**config.mk**
```make
export PLATFORM = sky130hd
export DESIGN_NAME = vfp_test_class
export DESIGN_NICKNAME = d
export VERILOG_FILES = /design/src/rtl/tdc_pkg.sv /design/src/rtl/tdc_lane_classify.sv /design/src/rtl/tdc_lane_match.sv /design/src/rtl/tdc_cc_summary.sv /design/src/rtl/vfp_test_class.sv
export SDC_FILE = /design/constraint.sdc
export NUM_CORES = 1
export LEC_CHECK = 0
export BUFFER_PORTS_ARGS = -buffer_cell sky130_fd_sc_hd__buf_4
export CORE_AREA = 2 2 107 109
export CTS_CLUSTER_DIAMETER = 30
export DETAILED_ROUTE_END_ITERATION = 10
export DIE_AREA = 0 0 109 111
export PLACE_DENSITY = 0.56
export RECOVER_POWER = 100
export SYNTH_ARGS = -nofsm -noshare
export SYNTH_HDL_FRONTEND = slang
export SYNTH_SLANG_ARGS = --single-unit
```
**constraint.sdc**
```tcl
create_clock -name clk -period 2.45 [get_ports clk]
set_input_delay 0.3675 -clock clk [delete_from_list [all_inputs] [get_ports clk]]
set_output_delay 0.3675 -clock clk [all_outputs]
set_load 0.01 [all_outputs]
```
**src/rtl/tdc_pkg.sv**
```systemverilog
package tdc_pkg;
  localparam int unsigned CLASS_N = 12;
  typedef logic [CLASS_N-1:0] class_vec_t;

  // Pair index: each kind owns bits {2k+1 (positive), 2k (negative)}
  typedef enum logic [2:0] {
    K_SNAN = 3'd0,
    K_QNAN = 3'd1,
    K_INF  = 3'd2,
    K_SUB  = 3'd3,
    K_NORM = 3'd4,
    K_ZERO = 3'd5
  } kind_e;

  function automatic class_vec_t kind_to_onehot(input kind_e k, input logic neg);
    class_vec_t v;
    v = '0;
    v[{k, ~neg}] = 1'b1;
    return v;
  endfunction

  // Condition code from the number of hits among the tested lanes
  function automatic logic [1:0] summarize(input int unsigned hits, input int unsigned tested);
    if (hits == tested) return 2'd0;
    else if (hits != 0) return 2'd1;
    else return 2'd3;
  endfunction
endpackage

```
**src/rtl/tdc_lane_classify.sv**
```systemverilog
module tdc_lane_classify
  import tdc_pkg::*;
#(
  parameter int unsigned EXP_W  = 11,
  parameter int unsigned FRAC_W = 52,
  localparam int unsigned ELEM_W = 1 + EXP_W + FRAC_W
) (
  input  logic [ELEM_W-1:0] elem,
  output class_vec_t        cls
);
  function automatic kind_e decode_kind(input logic [EXP_W-1:0] e, input logic [FRAC_W-1:0] f);
    if (e == '0) return (f == '0) ? K_ZERO : K_SUB;
    if (e == '1) begin
      if (f == '0) return K_INF;
      return f[FRAC_W-1] ? K_QNAN : K_SNAN;
    end
    return K_NORM;
  endfunction

  logic              sign;
  logic [EXP_W-1:0]  expo;
  logic [FRAC_W-1:0] frac;
  kind_e             kind;

  assign {sign, expo, frac} = elem;
  assign kind = decode_kind(expo, frac);
  assign cls  = kind_to_onehot(kind, sign);
endmodule

```
**src/rtl/tdc_lane_match.sv**
```systemverilog
module tdc_lane_match
  import tdc_pkg::*;
#(
  parameter int unsigned ELEM_W = 64
) (
  input  class_vec_t        cls,
  input  class_vec_t        mask,
  input  logic              enable,
  output logic              hit,
  output logic [ELEM_W-1:0] fill
);
  assign hit  = enable && ((cls & mask) != '0);
  assign fill = {ELEM_W{hit}};
endmodule

```
**src/rtl/tdc_cc_summary.sv**
```systemverilog
module tdc_cc_summary
  import tdc_pkg::*;
#(
  parameter int unsigned LANES = 2
) (
  input  logic [LANES-1:0] hits,
  input  logic             single,
  output logic [1:0]       cc
);
  int unsigned hit_cnt;
  int unsigned tested;

  always_comb begin
    hit_cnt = 0;
    for (int i = 0; i < LANES; i++) hit_cnt += 32'(hits[i]);
    tested = single ? 1 : LANES;
    cc = summarize(hit_cnt, tested);
  end
endmodule

```
**src/rtl/vfp_test_class.sv**
```systemverilog
module vfp_test_class
  import tdc_pkg::*;
#(
  parameter int unsigned LANES      = 2,
  parameter int unsigned EXP_W      = 11,
  parameter int unsigned FRAC_W     = 52,
  parameter int unsigned OP_W       = 16,
  parameter int unsigned MASK_LSB   = 4,
  parameter int unsigned SINGLE_BIT = 3,
  localparam int unsigned ELEM_W = 1 + EXP_W + FRAC_W,
  localparam int unsigned VEC_W  = LANES * ELEM_W
) (
  input  logic             clk,
  input  logic             rst_n,
  input  logic             in_valid,
  input  logic [VEC_W-1:0] src,
  input  logic [OP_W-1:0]  op_data,
  output logic             out_valid,
  output logic [VEC_W-1:0] result,
  output logic [1:0]       cc
);
  class_vec_t       class_mask;
  logic             single;
  class_vec_t       lane_cls [LANES];
  logic [LANES-1:0] lane_hit;
  logic [VEC_W-1:0] fill_d;
  logic [1:0]       cc_d;

  assign class_mask = op_data[MASK_LSB +: CLASS_N];
  assign single     = op_data[SINGLE_BIT];

  for (genvar g = 0; g < LANES; g++) begin : g_lane
    logic en;
    assign en = (g == 0) || !single;

    tdc_lane_classify #(.EXP_W(EXP_W), .FRAC_W(FRAC_W)) u_cls (
      .elem (src[g*ELEM_W +: ELEM_W]),
      .cls  (lane_cls[g])
    );

    tdc_lane_match #(.ELEM_W(ELEM_W)) u_match (
      .cls    (lane_cls[g]),
      .mask   (class_mask),
      .enable (en),
      .hit    (lane_hit[g]),
      .fill   (fill_d[g*ELEM_W +: ELEM_W])
    );


    cls_onehot_chk: assert property (@(posedge clk) disable iff (!rst_n)
      in_valid |-> $onehot(lane_cls[g]));

    if (g > 0) begin : g_single

      single_lane_zero_chk: assert property (@(posedge clk) disable iff (!rst_n)
        (in_valid && single) |=> (result[g*ELEM_W +: ELEM_W] == '0));
    end
  end

  tdc_cc_summary #(.LANES(LANES)) u_cc (
    .hits   (lane_hit),
    .single (single),
    .cc     (cc_d)
  );

  always_ff @(posedge clk) begin
    if (!rst_n) begin
      out_valid <= 1'b0;
      result    <= '0;
      cc        <= 2'd0;
    end else begin
      out_valid <= in_valid;
      if (in_valid) begin
        result <= fill_d;
        cc     <= cc_d;
      end
    end
  end


  valid_rise_chk: assert property (@(posedge clk) disable iff (!rst_n)
    in_valid |=> out_valid);


  hold_chk: assert property (@(posedge clk) disable iff (!rst_n)
    !in_valid |=> (!out_valid && $stable(result) && $stable(cc)));


  cc_all_chk: assert property (@(posedge clk) disable iff (!rst_n)
    (out_valid && cc == 2'd0) |-> (result[ELEM_W-1:0] == '1));


  cc_none_chk: assert property (@(posedge clk) disable iff (!rst_n)
    (out_valid && cc == 2'd3) |-> (result == '0));


  cc_legal_chk: assert property (@(posedge clk) disable iff (!rst_n)
    out_valid |-> (cc != 2'd2));
endmodule

```
Word level (Yosys, flattened, before mapping)
Index checks and enable logic that the tools add are counted.
{"block": "op_classes", "add_sub_neg": 1, "order_cmp": 4, "eq_ne": 3, "muxes": 35, "n_bitwise": 4, "n_reduce_logical": 11}
{"cell": "zero test 52 bit", "n": 2}
{"cell": "2-to-1 mux 3 bit", "n": 14}
{"cell": "== test 32 bit", "n": 1}
{"cell": "nonzero test 32 bit", "n": 1}
{"cell": "bitwise AND 12 bit", "n": 2}
{"cell": "nonzero test 12 bit", "n": 2}
{"cell": "== test 11 bit, second input constant", "n": 2}
{"cell": "zero test 11 bit", "n": 2}
{"cell": "2-to-1 mux 1 bit", "n": 16}
{"cell": "less-than comparator 4 x 5 -> 1 bit, second input constant", "n": 2}
{"cell": "demux 1 bit (select 4 bit)", "n": 2}
{"cell": "greater-or-equal comparator 4 x 1 -> 1 bit, second input constant", "n": 2}
{"cell": "2-to-1 mux 2 bit", "n": 3}
{"cell": "logical AND 1 bit", "n": 3}
{"cell": "adder 1 x 1 -> 2 bit", "n": 1}
{"cell": "inverter 1 bit", "n": 2}
{"cell": "zero test 1 bit", "n": 1}
{"block": "word_totals", "register_bits": 68, "inputBits": 147, "output_inout_bits": 131, "word_cells": 61}

Depth between registers and ports, before layout
Gate-level depths: netlist (run 1).
{"block": "depth", "ltp_word": 19, "depth_mapped": 13, "depth_no_buf": 13}

Modules after synthesis
Synthesis (run 1) repeated with hierarchy kept, for this count alone.
{"block": "unflattened", "cells_unflattened": 660, "hier_area_um2": 6766.5}
{"module": "vfp_test_class", "n_inst": 1, "cells_each": 423, "area_each_um2": 4954.8}
{"module": "tdc_lane_match", "n_inst": 2, "cells_each": 72, "area_each_um2": 561.8}
{"module": "tdc_lane_classify", "n_inst": 2, "cells_each": 42, "area_each_um2": 307.8}
{"module": "tdc_cc_summary", "n_inst": 1, "cells_each": 9, "area_each_um2": 72.6}

Least setup slack after synthesis (run 1)
No wires, ideal clock.
{"block": "synth_timing", "path_kind": "input port to flip-flop", "startpoint": "in src[21]", "endpoint": "reg cc[1]", "setup_ns": 0.076, "t_arrival_ns": 2.370, "required_time_ns": 2.374, "slack_ns": 0.004, "cell_stages": 12, "n_path_buf": 0, "cell_sequence": "nor4_1 > nand4_1 > nor4_4 > nor2b_1 > a211o_1 > o21ba_4 > ha_1 > nand2_1 > nor2_1 > a21oi_1 > nand3_1 > a21boi_0"}
{"block": "synth_via", "elab_chain_len": 18, "word_cells_on_any_way": 23, "classes_between": "add/sub (1); order compare (2); eq/ne (1); mux (14); bitwise (1); reduce/logical (4)"}
{"element": "start: declaration", "line": "vfp_test_class.sv:16", "rtl": "input logic [VEC_W-1:0] src,"}
{"element": "zero test 52 bit (*)", "line": "tdc_lane_classify.sv:12, tdc_lane_classify.sv:14"}
{"element": "2-to-1 mux 1 bit or 2-to-1 mux 3 bit (tied branches)", "line": "tdc_lane_classify.sv:14, tdc_lane_classify.sv:12"}
{"element": "2-to-1 mux 1 bit or 2-to-1 mux 3 bit (tied branches)", "line": "tdc_lane_classify.sv:13, tdc_lane_classify.sv:12"}
{"element": "2-to-1 mux 1 bit or 2-to-1 mux 3 bit (tied branches)", "line": "tdc_lane_classify.sv:13, tdc_lane_classify.sv:14"}
{"element": "2-to-1 mux 3 bit", "line": "tdc_lane_classify.sv:15", "rtl": "return f[FRAC_W-1] ? K_QNAN : K_SNAN;"}
{"element": "2-to-1 mux 3 bit", "line": "tdc_lane_classify.sv:13", "rtl": "if (e == '1) begin"}
{"element": "2-to-1 mux 3 bit", "line": "tdc_lane_classify.sv:17", "rtl": "return K_NORM;"}
{"element": "2-to-1 mux 3 bit (*)", "line": "tdc_lane_classify.sv:13"}
{"element": "(+2 left out)"}
{"element": "2-to-1 mux 1 bit (not written as such)", "line": "tdc_pkg.sv:18", "rtl": "v[{k, ~neg}] = 1'b1;"}
{"element": "demux 1 bit (select 4 bit) (*)"}
{"element": "bitwise AND 12 bit (*)", "line": "tdc_lane_match.sv:12", "rtl": "assign hit = enable && ((cls & mask) != '0);"}
{"element": "nonzero test 12 bit (*)", "line": "tdc_lane_match.sv:12"}
{"element": "adder 1 x 1 -> 2 bit (*)", "line": "tdc_cc_summary.sv:15", "rtl": "for (int i = 0; i < LANES; i++) hit_cnt += 32'(hits[i]);"}
{"element": "nonzero test 32 bit", "line": "tdc_pkg.sv:25", "rtl": "else if (hits != 0) return 2'd1;"}
{"element": "2-to-1 mux 2 bit", "line": "tdc_pkg.sv:25"}
{"element": "2-to-1 mux 2 bit (*)", "line": "tdc_pkg.sv:24", "rtl": "if (hits == tested) return 2'd0;"}
{"element": "end signal: assignment", "line": "vfp_test_class.sv:70", "rtl": "cc <= 2'd0;"}
{"element": "end signal: assignment", "line": "vfp_test_class.sv:75", "rtl": "cc <= cc_d;"}
{"element": "end: declaration", "line": "vfp_test_class.sv:20", "rtl": "output logic [1:0] cc"}
Every way passes the cells marked *; elsewhere a longest branch is shown, timed or not. The select of a mux whose other input is x is not followed.
A chain may end at the register's enable or synchronous reset.

Final worst setup path (run 1)
{"block": "layout_timing", "startpoint": "in src[106]", "endpoint": "reg cc[0]"}
{"block": "layout_via", "elab_chain_len": 18, "word_cells_on_any_way": 22, "classes_between": "add/sub (1); order compare (2); eq/ne (1); mux (13); bitwise (1); reduce/logical (4)"}
{"element": "zero test 52 bit (*)", "line": "tdc_lane_classify.sv:12, tdc_lane_classify.sv:14"}
{"element": "2-to-1 mux 1 bit or 2-to-1 mux 3 bit (tied branches)", "line": "tdc_lane_classify.sv:14, tdc_lane_classify.sv:12"}
{"element": "2-to-1 mux 1 bit or 2-to-1 mux 3 bit (tied branches)", "line": "tdc_lane_classify.sv:13, tdc_lane_classify.sv:12"}
{"element": "2-to-1 mux 1 bit or 2-to-1 mux 3 bit (tied branches)", "line": "tdc_lane_classify.sv:13, tdc_lane_classify.sv:14"}
{"element": "2-to-1 mux 3 bit", "line": "tdc_lane_classify.sv:15"}
{"element": "2-to-1 mux 3 bit", "line": "tdc_lane_classify.sv:13"}
{"element": "2-to-1 mux 3 bit", "line": "tdc_lane_classify.sv:17"}
{"element": "2-to-1 mux 3 bit (*)", "line": "tdc_lane_classify.sv:13"}
{"element": "(+2 left out)"}
{"element": "2-to-1 mux 1 bit (not written as such)", "line": "tdc_pkg.sv:18"}
{"element": "demux 1 bit (select 4 bit) (*)"}
{"element": "bitwise AND 12 bit (*)", "line": "tdc_lane_match.sv:12"}
{"element": "nonzero test 12 bit (*)", "line": "tdc_lane_match.sv:12"}
{"element": "logical AND 1 bit (*)", "line": "tdc_lane_match.sv:12"}
{"element": "adder 1 x 1 -> 2 bit (*)", "line": "tdc_cc_summary.sv:15"}
{"element": "== test 32 bit (*)", "line": "tdc_pkg.sv:24"}
{"element": "2-to-1 mux 2 bit (*)", "line": "tdc_pkg.sv:24"}
Marked as above.

==> results.md, run 1 <==
- Status: finished with violations
- Violated checks: setup timing
- First-pass GRT wire length: 8470 um
- Post-Syn Area: 0.00180 mm2
- Die area: 0.0121 mm2
- Nets@finish: 559
- WL final: 6190 um
- Post-synthesis sequential area ratio: 5.56%
- Worst Path Required: 2.56 ns
- Die Y: 111 um
- Vias in the first global route: 1813
- CTS buffer count: 3
- Worst min path class: input port to flop
- Pre-antenna DRT Iters: 2
- Syn Nets: 385
- DP HPWL: 5320 um
- Mean area per synthesized cell: 7.63 um2
- R2R cell count: 2
- Most instantiated cells after synthesis: buf_4, nor4_1, nand4_1
- CP Launch Type: input port
- Die width: 109 um
- Layout cells sized above 1: 49.9%
- WHS: 0.357 ns
- Multi-input logic area: 916 um2
- EDFF count, synth: 0
- Via-to-Cell Ratio: 3.91
- Area delta synth->final: 69.2%
- Clock Skew: 0 ns
- VDD IR max: 0.237 mV
- Post-route ant nets: 0
- Antenna diodes: 0
- Hold depth: 2
- Hold-fix buffers, CTS: 0
- Post-route cell area: 0.00305 mm2
- Finish-stage setup viols: 2
- FF+latch area: 103 um2
- Final period util: 101%
- Iter 0 DRT Violations: 14
- Crit path cell chain: buf_6 > nor4_4 > nand2_1 > nor3_2 > nand4_1 > mux2_4 > a211oi_4 > or2_4 > ha_4 > nor2_1 > a21oi_2 > mux2i_1 > nor2b_1
- Vias post-DR: 2161
- Placer's final routability congestion estimate: 0.724
- Top cell type's share of synthesized area: 52.5%
- Site Rows: 39
- Cell count after synthesis: 236
- Ys flop type: dfxtp_1
- Fillers: 1320
- Clock insertion delay at the later pin of the skew report: 0.23 ns
- Pleak: 0.00129 uW
- Largest net degree at the start of global routing: 65
- Synth area leader: buf_4
- Htree depth: 1
- Max Root-Sink Buffers: 2
- Total number of yosys warnings: 0
- Slew Viols, Final: 0
- Final hold vios: 0
- Pwr dens: 279 mW/mm2
- Count leader, synth: buf_4
- Cells taking the most area after synthesis: buf_4, nor4_1, dfxtp_1
- Global-route usage over all layers: 8.59%
- Max_cap viols: 0
- Path length in cells of the critical path: 13
- Crit end category: flop
- Remaining global-route overflow: 0
- DRC Markers: 0
- PnR worst setup slack: -0.0285 ns
- Rel. slew slack: 39.2%
- Clk slew on worst S/H paths: 0.03 ns
- Antenna violations before repair: 0
- RSZ-0062 raised after global routing: true
- Number of port buffers: 274
- Drt wl/cell: 11.2 um
- Placement Cell Area: 0.00325 mm2
- Synth unique cells: 34
- CTS tree: done
- Root Driver: clkbuf_16
- Io pins: 278
- Peak Freq: 0.403 GHz
- Initial Util: 16.3%
- Asr flop ratio synth: 0%
- Min cycle time layout: 2.48 ns
- Critical Path Max Stage Delay: 0.36 ns
- Worst-path fanout max: 3
- Worst path bufs/invs: 1
- Worst Tran Pin Value: 0.912 ns
- Core Box Area: 0.0111 mm2
- Flops & latches, synth: 5
- Arrival time of the worst setup path: 2.59 ns
- Crit path max-delay family: simple AND/OR/NAND/NOR gates
- Clock net sink count: 5
- Worst Setup Path Type: input port to flop
- Max stage delay cell, worst path: mux2_4
==> cells by family (layout without fill, tap and decap cells) <==
logic type | count (synthesis) | after routing | share of synthesized area (%)
buffers and inverters | 130 | 303 | 53.4
and+or+nand+nor | 75 | 75 | 25.6
AOI/OAI and AO/OA | 13 | 13 | 5.70
muxes | 11 | 11 | 8.41
DFF | 5 | 5 | 5.56
adders and majority gates | 2 | 2 | 1.39
==> metrics by stage <==
| stage | std cells | total power, uW | setup TNS, ns | utilization (%) | setup slack, ns |
|---|---|---|---|---|---|
| CTS | 552 | 938 | -0.0711 | 31.0 | -0.0580 |
| detailed placement | 548 | 647 | -0.786 | 29.4 | -0.429 |
| floorplan | 236 | 409 | 0 | - | 0.00433 |
| finish | 552 | 850 | -0.0326 | 27.5 | -0.0285 |
| global placement | 548 | 641 | -0.656 | 29.4 | -0.355 |
| global route | 552 | 910 | -0.334 | 27.5 | -0.184 |
==> layer usage <==
metal / up-vias / share of wire, % / track usage, %
li1: 1063 / - / -
met2: 168 / 48 / 15.9
met3: 4 / 14 / 2.00
met5: - / 0 / 0
met4: 0 / 0.34 / 0.684
met1: 926 / 38 / 10.3
==> final timing paths <==
kind         startpoint    endpoint  slack [ns]
min            in_valid  result[63]        0.36
max            src[106]       cc[0]       -0.03
min reg2reg  result[64]  result[64]        0.48
max reg2reg       cc[0]       cc[0]        1.80
==> cell type report <==
cell class / instances / area share, %
Multi-Input combinational cell: 101 / 30.1
Inverter: 3 / 0.370
Timing Repair Buffer: 296 / 57.7
Tap cell: 143 / 5.87
Sequential cell: 5 / 3.37
Clock buffer: 4 / 2.59
==> registers in the layout, indices dropped and copies added, names as in the netlist <==
signal and cells:
out_valid 1, result 2, cc 2
==> cells in the final DEF (no fill, tap or decap), types with 3 or more instances in the layout <==
| master | n |
|---|---|
| nor4_2 | 6 |
| nor2_1 | 3 |
| dfxtp_1 | 3 |
| buf_4 | 158 |
| clkbuf_1 | 130 |
| nand4_1 | 9 |
| nor4_4 | 8 |
| nor3_1 | 5 |
| nor2b_1 | 3 |
| mux2i_1 | 5 |
| nand3_1 | 4 |
| clkbuf_16 | 3 |
| nor4_1 | 18 |
| nand2_1 | 6 |
| a21oi_1 | 3 |
| inv_1 | 3 |
| mux4_2 | 3 |
| buf_6 | 7 |
==> power by group <==
part / leakage [uW] / internal [uW] / switching (uW) / total (uW)
clock network: 0.0000382 / 216 / 53.1 / 269
registers: 0.0000420 / 87.8 / 3.31 / 91.1
logic: 0.00121 / 261 / 229 / 490
==> what timing repair did <==
item	4_1_cts	5_1_grt
endpoints found under the hold margin	0	0
pin swaps	5	14
setup endpoints to repair	2	2
buffers inserted	0	0
resized for setup	20	16
(Power assumes the default switching activity.)
==> run 2: changes to the inputs <==
--- a/config.mk
+++ b/config.mk
@@ -10,7 +10,7 @@
 export CTS_CLUSTER_DIAMETER = 30
 export DETAILED_ROUTE_END_ITERATION = 10
 export DIE_AREA = 0 0 109 111
-export PLACE_DENSITY = 0.56
+export PLACE_DENSITY = 0.55
 export RECOVER_POWER = 100
 export SYNTH_ARGS = -nofsm -noshare
 export SYNTH_HDL_FRONTEND = slang
==> run 2 against run 1 <==
The flow still finishes with violations (setup timing); maximum frequency increased by 0.90%; final cell count is 0.36% higher; design area up 0.70%; sequential share of layout area is essentially flat; largest cell class unchanged; critical endpoint is now cc[1].
==> results.md, run 2 (synthesis results as in run 1) <==
- Worst Path Required: 2.61 ns (+0.05 ns)
- Hold-fix buffers, CTS: 0 (unchanged)
- Hold depth: 2 (unchanged)
- Crit end category: flop
- Io pins: 278 (unchanged)
- Die Y: 111 um (unchanged)
- Most frequent cells in the layout: buf_4, clkbuf_1, nor4_1
- Worst Setup Path Type: input port to flop
- Clock insertion delay at the later pin of the skew report: 0.23 ns (about the same)
- Iter 0 DRT Violations: 32 (+18)
- VDD IR max: 0.282 mV (+19%)
- Final hold vios: 0 (unchanged)
- Layout cells sized above 1: 49.9% (about the same)
- Worst min path class: input port to flop
- Antenna diodes: 0 (unchanged)
- Post-route ant nets: 0 (unchanged)
- Rel. slew slack: 43.5% (+4.3 points)
- Die width: 109 um (unchanged)
- Final core utilization: 27.7% (+0.19 points)
- Pre-CTS setup slack: -0.428 ns (+0.00117 ns)
- WHS: 0.349 ns (-0.00739 ns)
- Number of port buffers: 274 (unchanged)
- Max stage delay cell, worst path: mux2_4
- Max layer used: met4
- Power, Total: 850 uW (about the same)
- Remaining global-route overflow: 0 (unchanged)
- Met3 routed WL: 825 um (-3.2%)
- Top flop regs: cc: 2 flops, result: 2 flops, out_valid: 1 flops
- Crit path cell chain: buf_4 > nor4_2 > nand2_1 > nor3_2 > nand4_1 > mux2_4 > a211oi_4 > or2_1 > ha_4 > nand2_2 > nor2_2 > a21oi_2 > nand3_1 > a21boi_1
- Status: finished with violations
- CTS tree: done
- DR WL met2: 3210 um (+7.5%)
- Min cycle time layout: 2.46 ns (-0.0221 ns)
- Site Rows: 39 (unchanged)
- Peak Freq: 0.407 GHz (+0.90%)
- Nets@finish: 561 (+0.36%)
- CTS buffer count: 3 (unchanged)
- Hold_sp: in_valid
- Crit path max-delay family: simple AND/OR/NAND/NOR gates
- Root Driver: clkbuf_16
- DRC Markers: 0 (unchanged)
- Worst path bufs/invs: 1 (unchanged)
- Most common cell after layout, fill and taps aside: buf_4
- Clock Skew: 0 ns (unchanged)
- WHS Endpoint: result[63]
- Slew Viols, Final: 0 (unchanged)
- Global-route usage over all layers: 8.63% (+0.038 points)
- Critical register-to-register path endpoint: result[63]
- First-pass GRT wire length: 8530 um (+0.73%)
- Metal-1 WL: 2180 um (-6.5%)
- Via-to-Cell Ratio: 3.86 (-1.3%)
- Pleak: 0.00129 uW (+0.26%)
- Largest net degree at the start of global routing: 66 (+1.5%)
- Vias post-DR: 2140 (-0.97%)
- Critical Path Max Stage Delay: 0.36 ns (about the same)
- Pwr dens: 277 mW/mm2 (-0.63%)
- Max_cap viols: 0 (unchanged)
- DP HPWL: 5440 um (+2.3%)
- Violated checks: setup timing
- WL final: 6250 um (+1.1%)
- Clock net sink count: 5 (unchanged)
- PnR worst setup slack: -0.00643 ns (+0.0221 ns)
- R2R cell count: 2 (unchanged)
- CP Launch Type: input port
- Max Root-Sink Buffers: 2 (unchanged)
- Final period util: 100% (-0.90 points)
- RSZ-0062 raised after global routing: true
- Finish-stage setup viols: 1 (-1)
- Clk slew on worst S/H paths: 0.03 ns (about the same)
- Pre-antenna DRT Iters: 4 (+2)
- Antenna violations before repair: 0 (unchanged)
- Placer's final routability congestion estimate: 0.751 (+3.6%)
- Htree depth: 1 (unchanged)
- Worst Tran Pin Value: 0.847 ns (-0.0648 ns)
- Initial Util: 16.3% (unchanged)
- Drt wl/cell: 11.3 um (+0.69%)
- Core Box Area: 0.0111 mm2 (unchanged)
- Die area: 0.0121 mm2 (unchanged)
- Vias in the first global route: 1850 (+2.0%)
- Area delta synth->final: 70.4%
- Arrival time of the worst setup path: 2.61 ns (+0.02 ns)
- Worst-path fanout max: 3 (unchanged)
- Worst r2r src: result[63]
- R2r setup slk: 1.18 ns (-0.62 ns)
-- run 2: power by group --
group          internal (uW)  leakage (uW)  switching (uW)  total [uW]
sequential              87.8     0.0000420            26.3         114
clock                    216     0.0000382            52.8         268
combinational            263       0.00121             205         468
total                    566       0.00129             284         850
-- run 2: cell type report --
class	instances	area [um2]
sequential	5	103
timing repair buffer	298	1780
multi-input combinational	101	913
clock buffer	4	78.8
fill	1364	8010
inverter	3	11.3
tap	143	179
-- run 2: worst max path at each step --
stage | startpoint | to | slack (ns) | cells after the start
floorplan | src[21] | cc[1] | 0.004 | 12
global placement | src[95] | cc[1] | -0.34 | 14
detailed placement | src[99] | cc[1] | -0.43 | 14
CTS | src[95] | cc[1] | -0.11 | 14
global route | src[113] | cc[1] | -0.25 | 14
finish | src[113] | cc[1] | -0.006 | 14
-- run 2: what timing repair did --
action	in CTS	in global routing
endpoints found under the setup margin	2	2
pin swaps	9	9
cloned	0	0
gates resized for setup	11	29
setup buffers	1	1
-- run 2: per-stage QoR --
| stage | area [um2] | TNS, ns | std cells |
|---|---|---|---|
| 3_5_place_dp | 3250 | -0.766 | 548 |
| 6_report | 3070 | -0.00643 | 554 |
| 3_3_place_gp | 3250 | -0.637 | 548 |
| 4_1_cts | 3390 | -0.186 | 553 |
| 5_1_grt | 3070 | -0.431 | 554 |
| 2_1_floorplan | 1800 | 0 | 236 |
-- run 2: layer usage --
layer	vias up	GRT usage (%)
li1	1069	-
met3	4	1.23
met2	159	16.9
met4	0	1.79
met1	908	9.51
met5	-	0
==> run 3: changes to the inputs <==
--- a/config.mk
+++ b/config.mk
@@ -10,6 +10,7 @@
 export CTS_CLUSTER_DIAMETER = 30
 export DETAILED_ROUTE_END_ITERATION = 10
 export DIE_AREA = 0 0 109 111
+export GPL_TIMING_DRIVEN = 0
 export PLACE_DENSITY = 0.55
 export RECOVER_POWER = 100
 export SYNTH_ARGS = -nofsm -noshare
==> run 3 against run 2 <==
The run still ends with setup timing left; setup slack worse by 0.019 ns; flip-flop and latch count unchanged; critical path type unchanged; design area increased by 41%; critical endpoint unchanged; highest routed layer unchanged.
==> results.md, run 3 (synthesis results as in run 1) <==
- Status: finished with violations
- Violated checks: setup timing
- Max Root-Sink Buffers: 2 (unchanged)
- Area delta synth->final: 140%
- Pwr dens: 248 mW/mm2 (-10%)
- Die Y: 111 um (unchanged)
- Arrival time of the worst setup path: 2.64 ns (+0.03 ns)
- Root Driver: clkbuf_16
- Clk slew on worst S/H paths: 0.03 ns (about the same)
- R2r setup slk: 0.86 ns (-0.32 ns)
- Fillers: 1129 (-17%)
- Multi-input logic area: 903 um2 (-1.1%)
- Site Rows: 39 (unchanged)
- Initial Util: 16.3% (unchanged)
- CTS buffer count: 3 (unchanged)
- Iter 0 DRT Violations: 59 (+84%)
- DRC Markers: 0 (unchanged)
- Pre-antenna DRT Iters: 4 (unchanged)
- Placed cells: 654 (+19%)
- CTS tree: done
- Worst Path Required: 2.61 ns (about the same)
- Antenna violations before repair: 0 (unchanged)
- FF+latch area: 101 um2 (-1.2%)
- Max_cap viols: 0 (unchanged)
- Slew Viols, Final: 0 (unchanged)
- Number of port buffers: 273 (-0.36%)
- Final hold vios: 0 (unchanged)
- Antenna diodes: 0 (unchanged)
- Layout cells sized above 1: 84.6% (+35 points)
- Largest net degree at the start of global routing: 65 (-1.5%)
- Vias post-DR: 2518 (+18%)
- Non-filler instance count after layout: 661 (+19%)
- Worst Setup Path Type: input port to flop
- RSZ-0062 raised after global routing: true
- Post-route cell area: 0.00433 mm2 (+41%)
- Finish-stage setup viols: 2 (+1)
- Final period util: 101% (+0.79 points)
- Worst path bufs/invs: 1 (unchanged)
- VDD IR max: 0.201 mV (-29%)
- Placer's final routability congestion estimate: 0.695 (-7.4%)
- Clock insertion delay at the later pin of the skew report: 0.23 ns (about the same)
- Peak Freq: 0.404 GHz (-0.78%)
- Crit end category: flop
- Rel. slew slack: 35.6% (-7.9 points)
- Hold-fix buffers, CTS: 0 (unchanged)
- Via-to-Cell Ratio: 3.81 (-1.4%)
- Crit path cell chain: buf_4 > nor4_2 > and3_1 > a21oi_1 > mux4_2 > a211o_1 > o21ba_4 > ha_1 > nand2_1 > nor2_2 > a21oi_2 > nand3_1 > a21boi_1
- Placement Cell Area: 0.00407 mm2 (+25%)
- Core Box Area: 0.0111 mm2 (unchanged)
- Global-route usage over all layers: 10.8% (+2.1 points)
- Clock net sink count: 5 (unchanged)
- Max stage delay cell, worst path: mux4_2
- First-pass GRT wire length: 10700 um (+26%)
- PnR worst setup slack: -0.0259 ns (-0.0194 ns)
- Min cycle time layout: 2.48 ns (+0.0194 ns)
- Worst-path fanout max: 3 (unchanged)
- Most common cell after layout, fill and taps aside: buf_4
- Crit path max-delay family: compound AO/OA/AOI/OAI gates
- Io pins: 278 (unchanged)
- Pleak: 0.00231 uW (+79%)
- Worst Tran Pin Value: 0.966 ns (+0.119 ns)
- Nets@finish: 668 (+19%)
- Remaining global-route overflow: 0 (unchanged)
- Most frequent cells in the layout: buf_4, clkbuf_4, nor4_1
- Clock Skew: 0 ns (unchanged)
- Die width: 109 um (unchanged)
- Critical Path Max Stage Delay: 0.32 ns (-0.04 ns)
- CP Launch Type: input port
- DP HPWL: 6430 um (+18%)
- Htree depth: 1 (unchanged)
- WL final: 7250 um (+16%)
- Die area: 0.0121 mm2 (unchanged)
- Post-route ant nets: 0 (unchanged)
- Vias in the first global route: 2262 (+22%)
- Drt wl/cell: 11.0 um (-2.8%)
- Worst min path class: input port to flop
- Top flop regs: cc: 2 flops, result: 2 flops, out_valid: 1 flops
-- run 3: path summary, 6_finish.rpt --
kind	startpoint	end	cells past startpoint
max	src[60]	cc[1]	13
min	in_valid	result[63]	2
max reg2reg	result[63]	result[63]	3
min reg2reg	cc[1]	cc[1]	2
-- run 3: metal layers --
| metal | track usage [%] | routed length, um | vias to the layer above |
|---|---|---|---|
| met3 | 1.94 | 892 | 4 |
| met5 | 0 | 0 | - |
| li1 | - | - | 1279 |
| met4 | 1.37 | 38 | 0 |
| met2 | 21.8 | 3910 | 165 |
| met1 | 11.4 | 2410 | 1070 |
-- run 3: layout make-up --
cell class	instances	share of cell area, %
clock buffers	4	1.82
well taps	143	4.14
plain buffers	127	21.9
inverters	3	0.260
repair buffers	278	48.6
multi-input cells	101	20.9
flip-flops and latches	5	2.34
-- run 3: report_power, final --
group / internal (uW) / leakage [uW] / switching [uW]
Combinational: 460 / 0.00223 / 252
Sequential: 87.6 / 0.0000418 / 8.82
Clock: 215 / 0.0000382 / 51.6
-- run 3: worst register-to-register path: stages (launching register included) --
cell      delay, ns
dfxtp_1        0.75
clkbuf_4       0.53
o21ai_0        0.15
a21oi_2        0.11
-- run 3: per-stage QoR --
| stage | setup WS, ns | hold slack [ns] | util (%) | power, uW | TNS (ns) |
|---|---|---|---|---|---|
| after floorplan | 0.00433 | 0.447 | - | 409 | 0 |
| after global placement | -0.497 | 0.469 | 36.4 | 810 | -0.933 |
| after detailed placement | -0.530 | 0.477 | 36.8 | 808 | -1.00 |
| after CTS | -0.0545 | 0.357 | 39.0 | 1100 | -0.0950 |
| after global routing | -0.248 | 0.373 | 39.1 | 1140 | -0.455 |
| final | -0.0259 | 0.363 | 39.1 | 1070 | -0.0474 |
-- run 3: what timing repair did --
| action | CTS | global route |
|---|---|---|
| gates cloned | 0 | 0 |
| setup endpoints to repair | 2 | 2 |
| endpoints found under the hold margin | 0 | 0 |
| resized for setup | 28 | 9 |
| pin swaps | 10 | 3 |
| setup buffers | 3 | 0 |
